$ cat config.mk
export PLATFORM = sky130hd
export DESIGN_NAME = fwdl_engine
export DESIGN_NICKNAME = d
export VERILOG_FILES = /design/src/rtl/fwdl_pkg.sv /design/src/rtl/fwdl_host_port.sv /design/src/rtl/fwdl_word_packer.sv /design/src/rtl/fwdl_seq.sv /design/src/rtl/fwdl_engine.sv
export SDC_FILE = /design/constraint.sdc
export NUM_CORES = 1
export LEC_CHECK = 0
export ABC_CLOCK_PERIOD_IN_PS = 4700
export CAP_MARGIN = 0
export CORE_UTILIZATION = 35
export CTS_CLUSTER_DIAMETER = 30
export CTS_CLUSTER_SIZE = 20
export DETAILED_ROUTE_END_ITERATION = 10
export GPL_TIMING_DRIVEN = 0
export PLACE_DENSITY_LB_ADDON = 0.08
export RECOVER_POWER = 50
export REMOVE_ABC_BUFFERS = 1
export SYNTH_ARGS = -nofsm -noshare
export SYNTH_HDL_FRONTEND = slang
export SYNTH_HIERARCHICAL = 1
export SYNTH_SLANG_ARGS = --single-unit
export TNS_END_PERCENT = 5
$ cat constraint.sdc
create_clock -name clk -period 4.7 [get_ports clk]
set_clock_uncertainty 0.2 [all_clocks]
set_input_delay 1.41 -clock clk [delete_from_list [all_inputs] [get_ports clk]]
set_output_delay 1.41 -clock clk [all_outputs]
set_load 0.05 [all_outputs]
$ cat src/rtl/fwdl_pkg.sv
package fwdl_pkg;
    typedef enum logic [2:0] {
        ST_IDLE,
        ST_LEN_LO,
        ST_LEN_HI,
        ST_DATA,
        ST_ACK,
        ST_RUN,
        ST_ERR
    } seq_state_e;

    localparam logic [7:0]  READY_CODE   = 8'hAC;
    localparam logic [15:0] HDR_WORD     = 16'h5244;
    localparam int          STAT_IN_FULL = 0;
    localparam int          STAT_OUT_EMP = 1;
endpackage

$ cat src/rtl/fwdl_host_port.sv
module fwdl_host_port
    import fwdl_pkg::*;
(
    input  logic       clk,
    input  logic       rst_n,
    input  logic       hp_cs_n,
    input  logic       hp_sel,
    input  logic       hp_rd_n,
    input  logic       hp_wr_n,
    input  logic [7:0] hp_wdata,
    output logic [7:0] hp_rdata,
    output logic       hp_irq,
    input  logic       take_i,
    input  logic       post_i,
    input  logic [7:0] post_byte_i,
    output logic       in_full_o,
    output logic [7:0] in_byte_o
);
    typedef struct packed {
        logic [7:0] in_byte;
        logic       in_full;
        logic [7:0] out_byte;
        logic       out_empty;
        logic       irq;
    } hp_regs_t;

    hp_regs_t   q, d;
    logic       host_wr, host_rd;
    logic [7:0] status;

    assign host_wr = !hp_cs_n && !hp_wr_n && !hp_sel;
    assign host_rd = !hp_cs_n && !hp_rd_n && !hp_sel;

    always_comb begin
        d = q;
        if (take_i) d.in_full = 1'b0;
        if (host_wr && !q.in_full) begin
            d.in_byte = hp_wdata;
            d.in_full = 1'b1;
        end
        if (host_rd) begin
            d.irq       = 1'b0;
            d.out_empty = 1'b1;
        end
        if (post_i) begin
            d.out_byte  = post_byte_i;
            d.out_empty = 1'b0;
            d.irq       = 1'b1;
        end
    end

    always_ff @(posedge clk) begin
        if (!rst_n) begin
            q <= '{in_byte: 8'h00, in_full: 1'b0, out_byte: 8'h00,
                   out_empty: 1'b1, irq: 1'b0};
        end else begin
            q <= d;
        end
    end

    always_comb begin
        status               = '0;
        status[STAT_IN_FULL] = q.in_full;
        status[STAT_OUT_EMP] = q.out_empty;
    end

    assign hp_rdata  = hp_sel ? status : q.out_byte;
    assign hp_irq    = q.irq;
    assign in_full_o = q.in_full;
    assign in_byte_o = q.in_byte;


    irq_clear_chk: assert property (@(posedge clk) disable iff (!rst_n)
        (host_rd && !post_i) |=> (!hp_irq && hp_rdata == (hp_sel ? hp_rdata : q.out_byte) && q.out_empty));


    full_hold_chk: assert property (@(posedge clk) disable iff (!rst_n)
        (in_full_o && !take_i) |=> (in_full_o && $stable(in_byte_o)));


    post_raise_chk: assert property (@(posedge clk) disable iff (!rst_n)
        post_i |=> (hp_irq && !q.out_empty));
endmodule

$ cat src/rtl/fwdl_word_packer.sv
module fwdl_word_packer #(
    parameter int unsigned WORD_BYTES = 2,
    localparam int unsigned WORD_W    = 8 * WORD_BYTES,
    localparam int unsigned CNT_W     = (WORD_BYTES > 2) ? $clog2(WORD_BYTES) : 1
) (
    input  logic              clk,
    input  logic              rst_n,
    input  logic              clr_i,
    input  logic              take_i,
    input  logic [7:0]        byte_i,
    output logic              word_vld_o,
    output logic [WORD_W-1:0] word_o
);
    typedef struct packed {
        logic [WORD_W-9:0] lower;
        logic [CNT_W-1:0]  cnt;
    } pk_regs_t;

    localparam logic [CNT_W-1:0] LAST_IDX = CNT_W'(WORD_BYTES - 1);

    pk_regs_t q, d;

    assign word_vld_o = take_i && (q.cnt == LAST_IDX);
    assign word_o     = {byte_i, q.lower};

    always_comb begin
        d = q;
        if (clr_i) begin
            d.cnt = '0;
        end else if (take_i) begin
            if (q.cnt == LAST_IDX) begin
                d.cnt = '0;
            end else begin
                d.lower[q.cnt*8 +: 8] = byte_i;
                d.cnt                 = q.cnt + CNT_W'(1);
            end
        end
    end

    always_ff @(posedge clk) begin
        if (!rst_n) q <= '0;
        else        q <= d;
    end


    pair_done_chk: assert property (@(posedge clk) disable iff (!rst_n)
        word_vld_o |=> (q.cnt == '0));
endmodule

$ cat src/rtl/fwdl_seq.sv
module fwdl_seq
    import fwdl_pkg::*;
#(
    parameter int unsigned AW    = 10,
    parameter int unsigned LEN_W = 16
) (
    input  logic          clk,
    input  logic          rst_n,
    input  logic          start_i,
    input  logic          in_full_i,
    input  logic [7:0]    in_byte_i,
    input  logic          word_vld_i,
    input  logic [15:0]   word_i,
    output logic          take_o,
    output logic          pk_take_o,
    output logic          pk_clr_o,
    output logic          post_o,
    output logic [7:0]    post_byte_o,
    output logic          pm_we_o,
    output logic [AW-1:0] pm_addr_o,
    output logic [15:0]   pm_data_o,
    output logic          run_o,
    output logic          err_o
);
    typedef struct packed {
        seq_state_e       state;
        logic [LEN_W-1:0] len;
        logic [LEN_W-1:0] words;
        logic             pm_we;
        logic [AW-1:0]    pm_addr;
        logic [15:0]      pm_data;
        logic             run;
    } seq_regs_t;

    seq_regs_t q, d;

    assign take_o    = in_full_i && (q.state == ST_LEN_LO || q.state == ST_LEN_HI
                                     || q.state == ST_DATA);
    assign pk_take_o = in_full_i && (q.state == ST_DATA);
    assign pk_clr_o  = (q.state != ST_DATA);

    always_comb begin
        d           = q;
        d.pm_we     = 1'b0;
        post_o      = 1'b0;
        post_byte_o = READY_CODE;
        unique case (q.state)
            ST_IDLE: begin
                if (start_i) begin
                    post_o  = 1'b1;
                    d.words = '0;
                    d.state = ST_LEN_LO;
                end
            end
            ST_LEN_LO: begin
                if (in_full_i) begin
                    d.len[7:0] = in_byte_i;
                    d.state    = ST_LEN_HI;
                end
            end
            ST_LEN_HI: begin
                if (in_full_i) begin
                    d.len[15:8] = in_byte_i;
                    d.state     = ({in_byte_i, q.len[7:0]} == 16'h0000) ? ST_ERR : ST_DATA;
                end
            end
            ST_DATA: begin
                if (word_vld_i) begin
                    if (q.words == '0 && word_i != HDR_WORD) begin
                        d.state = ST_ERR;
                    end else begin
                        d.pm_we   = 1'b1;
                        d.pm_addr = q.words[AW-1:0];
                        d.pm_data = word_i;
                        d.words   = q.words + LEN_W'(1);
                        if (q.words + LEN_W'(1) == q.len) d.state = ST_ACK;
                    end
                end
            end
            ST_ACK: begin
                post_o  = 1'b1;
                d.state = ST_RUN;
            end
            ST_RUN: begin
                d.run = 1'b1;
            end
            default: begin
                d.state = ST_ERR;
            end
        endcase
    end

    always_ff @(posedge clk) begin
        if (!rst_n) begin
            q <= '{state: ST_IDLE, len: '0, words: '0, pm_we: 1'b0,
                   pm_addr: '0, pm_data: '0, run: 1'b0};
        end else begin
            q <= d;
        end
    end

    assign pm_we_o   = q.pm_we;
    assign pm_addr_o = q.pm_addr;
    assign pm_data_o = q.pm_data;
    assign run_o     = q.run;
    assign err_o     = (q.state == ST_ERR);


    announce_chk: assert property (@(posedge clk) disable iff (!rst_n)
        (q.state == ST_IDLE && start_i) |=> (q.state == ST_LEN_LO));


    err_quiet_chk: assert property (@(posedge clk) disable iff (!rst_n)
        err_o |-> (!run_o && !pm_we_o && !post_o));


    zero_len_chk: assert property (@(posedge clk) disable iff (!rst_n)
        (q.state == ST_LEN_HI && in_full_i && in_byte_i == 8'h00 && q.len[7:0] == 8'h00)
        |=> err_o);


    run_after_ack_chk: assert property (@(posedge clk) disable iff (!rst_n)
        $rose(run_o) |-> ($past(q.state) == ST_RUN && $past(q.state, 2) == ST_ACK));


    we_phase_chk: assert property (@(posedge clk) disable iff (!rst_n)
        pm_we_o |-> (q.state == ST_DATA || q.state == ST_ACK));


    addr_step_chk: assert property (@(posedge clk) disable iff (!rst_n)
        pm_we_o |-> (pm_addr_o == AW'(q.words - LEN_W'(1))));
endmodule

$ cat src/rtl/fwdl_engine.sv
module fwdl_engine
    import fwdl_pkg::*;
#(
    parameter int unsigned AW = 10
) (
    input  logic          clk,
    input  logic          rst_n,
    input  logic          start_i,
    input  logic          hp_cs_n,
    input  logic          hp_sel,
    input  logic          hp_rd_n,
    input  logic          hp_wr_n,
    input  logic [7:0]    hp_wdata,
    output logic [7:0]    hp_rdata,
    output logic          hp_irq,
    output logic          pm_we,
    output logic [AW-1:0] pm_addr,
    output logic [15:0]   pm_data,
    output logic          boot_run,
    output logic          dl_err
);
    localparam int unsigned WORD_BYTES = 2;
    localparam int unsigned LEN_W      = 16;

    logic        take, pk_take, pk_clr, post, in_full, word_vld;
    logic [7:0]  post_byte, in_byte;
    logic [15:0] word;

    fwdl_host_port i_port (
        .clk        (clk),
        .rst_n      (rst_n),
        .hp_cs_n    (hp_cs_n),
        .hp_sel     (hp_sel),
        .hp_rd_n    (hp_rd_n),
        .hp_wr_n    (hp_wr_n),
        .hp_wdata   (hp_wdata),
        .hp_rdata   (hp_rdata),
        .hp_irq     (hp_irq),
        .take_i     (take),
        .post_i     (post),
        .post_byte_i(post_byte),
        .in_full_o  (in_full),
        .in_byte_o  (in_byte)
    );

    fwdl_word_packer #(.WORD_BYTES(WORD_BYTES)) i_pack (
        .clk       (clk),
        .rst_n     (rst_n),
        .clr_i     (pk_clr),
        .take_i    (pk_take),
        .byte_i    (in_byte),
        .word_vld_o(word_vld),
        .word_o    (word)
    );

    fwdl_seq #(.AW(AW), .LEN_W(LEN_W)) i_seq (
        .clk        (clk),
        .rst_n      (rst_n),
        .start_i    (start_i),
        .in_full_i  (in_full),
        .in_byte_i  (in_byte),
        .word_vld_i (word_vld),
        .word_i     (word),
        .take_o     (take),
        .pk_take_o  (pk_take),
        .pk_clr_o   (pk_clr),
        .post_o     (post),
        .post_byte_o(post_byte),
        .pm_we_o    (pm_we),
        .pm_addr_o  (pm_addr),
        .pm_data_o  (pm_data),
        .run_o      (boot_run),
        .err_o      (dl_err)
    );


    reset_quiet_chk: assert property (@(posedge clk)
        !rst_n |=> (!hp_irq && !pm_we && !boot_run && !dl_err));
endmodule

-- After elaboration in Yosys (flattened, before gate mapping)
Cells that the tools add are included.
- $add $sub $neg: 3
- multiply operators: 0
- divide/modulo/power cells: 0
- order comparisons: 0
- equal/unequal tests: 15
- shifts and indexed selects: 2
- muxes and demuxes: 21
- bitwise logic cells: 5
- reductions and logical operators: 30
- operator list (cell ; number):
    two-way mux 43 bit ; 2
    negator 4 -> 34 bit ; 1
    variable shift 8 x 34 -> 8 bit (first input constant) ; 1
    indexed part select 8 x 34 -> 8 bit ; 1
    zero test 16 bit ; 2
    case mux 16 bit (2 select lines) ; 1
    two-way mux 3 bit ; 6
    case mux 3 bit (6 select lines) ; 1
    adder 16 x 1 -> 16 bit (second input constant) ; 1
    == test 16 bit ; 1
    two-way mux 16 bit ; 1
    inequality test 16 x 15 -> 1 bit (second input constant) ; 1
    two-way mux 11 bit ; 1
    inequality test 2 bit (second input constant) ; 5
    == test 3 bit (second input constant) ; 3
    logical AND 1 bit ; 9
    AND reduction 3 bit ; 3
    bitwise mux 8 bit ; 1
    two-way mux 8 bit ; 1
    == test 3 x 2 -> 1 bit (second input constant) ; 2
    AND reduction 6 bit ; 1
    nonzero test 2 bit ; 3
    zero test 1 bit ; 5
    NOT 1 bit ; 5
    other kinds (12) ; 18
- bits in registers: 84
- bits in latches: 0
- bits in writable memories: 0
- memory bits (read-only): 0
- output and inout bits: 38
- memories: 0

-- Longest topological paths before layout
Gate-level depths: netlist of run 1.
- word-level depth: 6
- depth in mapped cells: 14
- depth with buffers taken out: 11

-- Cells and area by module
The synthesis of run 1 kept the hierarchy.
- modules (own cells, without submodules) (module ; instances ; cells each ; area each (um2) ; sequential area each (um2)):
    fwdl_seq ; 1 ; 405 ; 3379.5 ; 1261.2
    fwdl_host_port ; 1 ; 88 ; 869.6 ; 380.4
    fwdl_word_packer ; 1 ; 56 ; 503.0 ; 180.2

-- Worst setup path before layout of run 1
OpenSTA, ideal clock, no wires.
- path type: input to output
- start point: in hp_sel
- end point: out hp_rdata[3]
- data arrival time: 2.224 ns
- slack: 0.866 ns
- stages: 2
- buffers on the path: 1
- cells stage by stage: buf_6 nor2b_1
- word-level cells in the longest chain between the ends: 1
- ends and longest elaborated chain (what ; line ; RTL):
    start, declared ; fwdl_engine.sv:10 ; input logic hp_sel,
    two-way mux 8 bit ; fwdl_host_port.sv:67 ; assign hp_rdata = hp_sel ? status : q.out_byte;
    end, declared ; fwdl_engine.sv:14 ; output logic [7:0] hp_rdata,
No other way between the ends.

-- Worst setup path in the final report of run 1
- start point: in hp_sel
- end point: out hp_rdata[7]
The elaborated chain is that of the path after synthesis.

==> out/metrics.csv, run 1 <==
metric,value,unit
outcome,"finished, violations left",
failing checks,"max-capacitance violations, max-slew violations",
Worst Hold Class,reg -> reg,
Worst Reg-to-Reg Cells,10,
routed length per instance,14.5,um
initial antenna violation count,0,
vias in the first global route,3204,
final setup violation count,0,
largest family of logic cells by synthesized area,simple AND/OR/NAND/NOR gates,
synthesized-area fraction occupied by adder cells,0.527,%
flop-to-flop setup slack,1.20,ns
synth unique cells,56,
RSZ-0062 raised after global routing,false,
Root Driver,clkbuf_16,
Num CTS Buffers,9,
period utilization,98.3,%
Seq pwr share,47.3,%
die width,119,um
first drt pass iteration count,4,
Clk pwr share,39.2,%
Crit path arrival time,3.01,ns
Final nets,543,
met2 usage,25.0,%
die height,119,um
H-Tree Depth,3,
GR Overflow Total,0,
M1 GR Usage,19.3,%
Synth top area share,38.3,%
CTS tree,done,
simple-gate share of the synthesized area,20.9,%
power per cell area,341,nW/um^2
min Tclk post-route,4.62,ns
Synth area leaders,"dfxtp_1 38%, mux2i_1 12%, buf_4 11%",
leading area contributor after synthesis,dfxtp_1,
IO Count,53,
sequential-to-total area share from yosys stat,38.3,%
Synth Cell Area,4750,sq um
placed cells,691,
Worst R2R End,i_seq/q[32]$_SDFFE_PN0P_,
GRT busiest layer,met2,
final estimated routing congestion in global placement,0.776,
predominant post-synthesis flop cell,dfxtp_1,
Mean Syn Cell Area,8.66,sq um
DRT iter0 DRCs,148,
mux share of post-synthesis cell area,12.7,%
Compound-Gate Fraction of Synth Area,9.22,%
most frequent CP cell,clkdlybuf4s50_1,
max-capacitance violation count,2,
Vias/cell,4.79,
Lkg Pwr,1.99,nW
Initial Utilization,35.9,%
Routed Antenna Nets,0,
Rows,42,
DRC,0,
final non-filler cell total,707,
I/O Buffers,52,
YS warnings,6,
later-pin clock latency in the skew report,0.35,ns
Critical Path Max Stage Delay,0.81,ns
number of synthesized flops with an enable pin,0,
Fill cells,1399,
Total GRT Usage,15.3,%
CP Capture Type,primary output,
Pint,0.00127,W
Layout area overhead,8.82,%
Worst-path clk slew,0.06,ns
max_slew headroom,-5.36,%
die area,14000,sq um
Finished Core Util,39.0,%
worst hold path depth,2,
Setup crit start,hp_sel,
setup bufs post-CTS,0,
final WL,10300,um
DR vias,3387,
pre-CTS setup slack,-0.155,ns
HPWL Detailed,6980,um
Worst Tran Pin Value,1.58,ns
# diodes,0,
Startpoint Class,input pin,
first-pass GRT wire length,16700,um
flip-flop and latch count after synthesis,91,
Worst Setup EP,hp_rdata[7],
"critical path fanouts, max",10,
setup ws final,0.0796,ns
Crit Reg-Reg Startpoint,i_seq/q[28]$_SDFFE_PN0P_,
crit path cell chain,clkdlybuf4s50_1 > nor2b_1 > clkdlybuf4s50_1,
layout cells sized above 1,5.27,%
Syn Inst Count,549,
met3 Resource Use GR,4.83,%
Slew Limit Fails,57,
Worst EP required,3.09,ns
core area,13200,sq um
final hold vios,0,
Worst path slowest cell,clkdlybuf4s50_1,
fmax,0.216,GHz
Clock Path Buffers,2,
peak supply drop,0.000241,V
combinational share of power,13.5,%
Sw Share,28.2,%
Async SR Flop Fraction,0,%
Switching Power,0.000497,W
Synth Area in XOR/XNOR,4.61,%
path type of the worst setup path,in -> out,
largest net degree at the start of global routing,51,
setup_tns,0,ns
clock sink count,91,
## worst min path at each step
stage / slack [ns] / start / to
floorplan: 0.24 / i_port/q[1]$_SDFFE_PN1P_ / i_port/q[1]$_SDFFE_PN1P_
global placement: 0.26 / i_port/q[1]$_SDFFE_PN1P_ / i_port/q[1]$_SDFFE_PN1P_
detailed placement: 0.26 / i_port/q[1]$_SDFFE_PN1P_ / i_port/q[1]$_SDFFE_PN1P_
CTS: 0.27 / i_seq/q[56]$_SDFFE_PN0P_ / i_seq/q[56]$_SDFFE_PN0P_
global route: 0.29 / i_seq/q[56]$_SDFFE_PN0P_ / i_seq/q[56]$_SDFFE_PN0P_
finish: 0.27 / i_seq/q[56]$_SDFFE_PN0P_ / i_seq/q[56]$_SDFFE_PN0P_
## sequential cells by signal (all words and copies together), names as in the netlist
| signal | cells |
|---|---|
| i_port/in_full_o | 1 |
| i_port/in_byte_o | 8 |
| i_seq/run_o | 1 |
| i_port/hp_irq | 1 |
| i_port/q | 9 |
| i_seq/pm_addr_o | 10 |
| i_pack/q | 1 |
| i_seq/q | 35 |
| i_seq/pm_we_o | 1 |
| i_seq/pm_data_o | 16 |
| i_pack/word_o | 8 |
## cell type report
class	instances	area [sq um]	area share, %
timing repair buffer	52	518	10.0
clock inverter	7	58.8	1.14
inverter	7	26.3	0.508
multi-input combinational	365	2300	44.5
sequential	91	1820	35.2
clock buffer	9	225	4.36
tap	176	220	4.26
## layout by cell type (no fill, tap or decap), types with 3 or more instances in the layout
cell type,instances
nand4_1,6
nand3_1,7
nand2_1,74
clkbuf_16,9
a21oi_1,21
nor4_1,8
nor2b_1,16
and2_1,3
xnor2_1,17
nor2_1,56
o21a_1,3
inv_6,3
and4_1,4
o21ai_0,23
inv_1,6
nor3b_1,5
dfxtp_1,91
dlygate4sd2_1,4
xor2_1,8
mux2i_1,57
mux2_2,3
clkdlybuf4s50_1,42
dlymetal6s2s_1,3
a211oi_1,3
nor4b_1,4
conb_1,8
o31ai_1,4
## worst max-delay path: cells and delay by family
kind	cells	cell delay, ns
and+or+nand+nor	1	0.18
buffers and inverters	2	1.42
## routing by layer
| metal | vias to the layer above | wire length (um) |
|---|---|---|
| met4 | 0 | 120 |
| met1 | 1581 | 4920 |
| li1 | 1742 | - |
| met3 | 8 | 422 |
| met2 | 56 | 4810 |
| met5 | - | 0 |
## through the flow
stage	cell area [sq um]	hold slack [ns]	power (W)
final	5170	0.267	0.00176
after global routing	5170	0.286	0.00185
after CTS	5170	0.273	0.00180
after detailed placement	4890	0.261	0.00110
after global placement	4900	0.260	0.00110
after floorplan	4160	0.241	0.00102
## cell usage after synthesis, drive strengths merged (3+ instances only)
| cell type | count |
|---|---|
| buf | 77 |
| o21a | 3 |
| and4 | 4 |
| mux2 | 3 |
| and2 | 5 |
| a21oi | 21 |
| dfxtp | 91 |
| a211oi | 3 |
| nor2b | 16 |
| clkbuf | 15 |
| o31ai | 4 |
| nand4 | 6 |
| nor2 | 57 |
| o21ai | 23 |
| nor3b | 5 |
| inv | 6 |
| xor2 | 8 |
| nor4 | 9 |
| xnor2 | 17 |
| nor4b | 4 |
| nand2 | 74 |
| mux2i | 57 |
| nand3 | 7 |
## power by group through the flow
stage	logic (W)	clock network [W]	registers (W)
after CTS	0.000245	0.000721	0.000834
final	0.000238	0.000691	0.000834
after global routing	0.000261	0.000752	0.000840
after detailed placement	0.000248	0	0.000852
after floorplan	0.000165	0	0.000852
after global placement	0.000248	0	0.000851
## timing repair
item | in CTS | in global routing
hold buffers | 0 | 0
endpoints found under the setup margin | 4 | 3
pin swaps | 0 | 0
resized for setup | 4 | 3
## cells by family after synthesis
family	Yosys count
other cells	2
simple gates	203
flops	91
mux	60
buf+inv	99
fa+ha+maj	2
compound gates	67
xor+xnor	25
Power figures use the tool's default switching activity.
==> run 2: changes to the inputs <==
--- a/config.mk
+++ b/config.mk
@@ -6,7 +6,6 @@
 export NUM_CORES = 1
 export LEC_CHECK = 0
 export ABC_CLOCK_PERIOD_IN_PS = 4700
-export CAP_MARGIN = 0
 export CORE_UTILIZATION = 35
 export CTS_CLUSTER_DIAMETER = 30
 export CTS_CLUSTER_SIZE = 20
==> results of run 2 <==
The final DEF is identical to that of run 1; final timing and power are the same.
==> run 3: changes to the inputs <==
--- a/config.mk
+++ b/config.mk
@@ -5,6 +5,7 @@
 export SDC_FILE = /design/constraint.sdc
 export NUM_CORES = 1
 export LEC_CHECK = 0
+export ABC_AREA = 1
 export ABC_CLOCK_PERIOD_IN_PS = 4700
 export CORE_UTILIZATION = 35
 export CTS_CLUSTER_DIAMETER = 30
==> run 3 against run 2 <==
  * Largest cell class unchanged
  * Combinational power up 55%
  * Core utilization up 0.99 points
  * Clock power up 9.4%
  * Global-route usage up 2.0 points
  * Flip-flop and latch count unchanged
  * Non-clock buffer count up 1
  * The flow now finishes without violations
  * Count of clock-buffer cells in the layout up 3
  * Total power up 12%
  * Routed wire length up 14%
  * Design area up 3.8%
  * Final cell count up 24%
==> out/metrics.csv, run 3 <==
metric,value,unit,change
outcome,"finished, final reports clean",,
flop-to-flop setup slack,1.10,ns,-0.10 ns
"most common cell after layout, fill and taps aside",nand2_1,,
Synth top area share,37.3,%,-1.0 points
I/O Buffers,52,,unchanged
Clock Path Buffers,2,,unchanged
period utilization,97.4,%,-0.86 points
final hold vios,0,,unchanged
Syn Inst Count,710,,+29%
IO Count,53,,unchanged
Async SR Flop Fraction,0,%,unchanged
Buffers & Inverters on Critical Path,2,,unchanged
Worst Hold Class,reg -> reg,,
HPWL Detailed,8100,um,+16%
flip-flop and latch count after synthesis,91,,unchanged
DRT iter0 DRCs,169,,+14%
leading area contributor after synthesis,dfxtp_1,,
Initial Utilization,36.5,%,+0.57 points
placed cells,860,,+24%
Total GRT Usage,17.3,%,+2.0 points
max FFs per register,35,,unchanged
Layout area overhead,9.84,%,
path type of the worst setup path,in -> out,,
synth unique cells,34,,-39%
Lkg Pwr,2.21,nW,+11%
Min Hold Slack,0.249,ns,-0.0180 ns
fmax,0.218,GHz,+0.89%
Placement Cell Area,5080,sq um,+3.8%
setup ws final,0.120,ns,+0.0406 ns
"CP delay by family, top",buffers and inverters,,
DR vias,4142,,+22%
max_slew headroom,11.9,%,+17 points
initial antenna violation count,0,,unchanged
# diodes,0,,unchanged
pre-CTS setup slack,-0.162,ns,-0.00652 ns
die height,120,um,+1.4%
Synth area leaders,"dfxtp_1 37%, nand2_1 12%, buf_4 9.4%",,
first drt pass iteration count,5,,+1
Rows,42,,unchanged
H-Tree Depth,3,,unchanged
YS warnings,6,,unchanged
number of synthesized flops with an enable pin,0,,unchanged
"count leader, synth",nand2_1,,
final estimated routing congestion in global placement,0.838,,+8.0%
first-pass GRT wire length,19500,um,+17%
"critical path fanouts, max",11,,+1
predominant post-synthesis flop cell,dfxtp_1,,
core area,13400,sq um,+1.2%
Worst Tran Pin Value,1.32,ns,-0.255 ns
routed length per instance,13.3,um,-8.2%
Routed Antenna Nets,0,,unchanged
clock sink count,91,,unchanged
die width,120,um,+1.4%
final WL,11700,um,+14%
sequential-to-total area share from yosys stat,37.3,%,-1.0 points
Slew Limit Fails,0,,-100%
Worst-path clk slew,0.07,ns,about the same
Startpoint Class,input pin,,
Synth Cell Area,4880,sq um,+2.8%
Worst EP required,3.09,ns,about the same
setup bufs post-CTS,0,,unchanged
Critical Path Max Stage Delay,0.76,ns,-0.05 ns
CP Capture Type,primary output,,
peak supply drop,0.000260,V,+7.9%
GR Overflow Total,0,,unchanged
Final Cell Area,5370,sq um,+3.8%
setup_tns,0,ns,unchanged
CTS tree,done,,
layout cells sized above 1,5.57,%,+0.30 points
final non-filler cell total,876,,+24%
RSZ-0062 raised after global routing,false,,
Worst path slowest cell,dlygate4sd3_1,,
Biggest register,i_seq/q,,
most frequent cells in the layout,"160 x nand2_1, 91 x dfxtp_1, 84 x a21oi_1",,
vias in the first global route,3969,,+24%
final setup violation count,0,,unchanged
die area,14400,sq um,+2.7%
Mean Syn Cell Area,6.88,sq um,-21%
max-capacitance violation count,0,,-2
crit path cell chain,dlygate4sd3_1 > nor2_1 > a21oi_1 > dlygate4sd2_1,,
Num CTS Buffers,9,,unchanged
min Tclk post-route,4.58,ns,-0.0406 ns
Root Driver,clkbuf_16,,
DRC,0,,unchanged
power per cell area,369,nW/um^2,+8.3%
Vias/cell,4.73,,-1.3%
Synth top cells by count,"160 x nand2_1, 91 x dfxtp_1, 84 x a21oi_1",,
largest net degree at the start of global routing,53,,+3.9%
Crit path arrival time,2.97,ns,-0.04 ns
later-pin clock latency in the skew report,0.35,ns,about the same
Final nets,712,,+31%
[run 3: where the power goes]
part	internal, W	switching [W]	total (W)
sequential	0.000819	0.0000350	0.000854
combinational	0.000113	0.000257	0.000370
clock	0.000446	0.000310	0.000756
total	0.00138	0.000602	0.00198
[run 3: final cells by class]
| type | instances | area [sq um] |
|---|---|---|
| Fill cell | 1427 | 8040 |
| Multi-Input combinational cell | 466 | 2200 |
| Sequential cell | 91 | 1820 |
| Timing Repair Buffer | 53 | 531 |
| Inverter | 74 | 278 |
| Clock buffer | 12 | 256 |
| Tap cell | 176 | 220 |
| Clock inverter | 4 | 56.3 |
[run 3: worst paths after layout]
kind                       startpoint                               to  cells after the start
max                            hp_sel                      hp_rdata[1]                      4
min          i_seq/run_o$_SDFFE_PN0N_         i_seq/run_o$_SDFFE_PN0N_                      2
max reg2reg  i_seq/q[60]$_SDFFE_PN0P_  i_seq/pm_addr_o[6]$_SDFFE_PN0P_                     10
min reg2reg  i_seq/run_o$_SDFFE_PN0N_         i_seq/run_o$_SDFFE_PN0N_                      2
[run 3: metal layers]
metal	global-route usage [%]	vias up	wire (um)
met3	4.52	6	350
met5	0	-	0
met2	29.4	58	5600
met4	5.55	0	102
li1	-	2184	-
met1	21.3	1894	5630
[run 3: kinds of logic (layout without fill, tap and decap cells)]
logic type | Yosys count | count (layout) | share of synthesized area [%]
AOI/OAI and AO/OA | 130 | 130 | 13.6
xor gates and xnor gates | 3 | 3 | 0.538
adders and majority gates | 2 | 2 | 0.512
buffers and inverters | 159 | 143 | 17.8
DFF | 91 | 91 | 37.3
other | 2 | 8 | 0.154
and+or+nand+nor | 323 | 323 | 30.1
[run 3: stage by stage]
stage          utilization (%)  power (W)
2_1_floorplan                -    0.00113
5_1_grt                   40.0    0.00209
3_3_place_gp              37.7    0.00125
4_1_cts                   40.2    0.00203
6_report                  40.0    0.00198
3_5_place_dp              37.9    0.00126
[run 3: repair_timing]
item,4_1_cts,5_1_grt
endpoints found under the setup margin,2,6
resized for setup,2,6
hold buffers,0,0
pin swaps,0,0
gates cloned,0,0
[run 3: worst reg2reg max path: cells and delay by family, from the launching register on]
family	cells	cell delay [ns]
compound gates	2	0.38
buf+inv	4	1.13
flops	1	0.40
simple gates	4	1.42
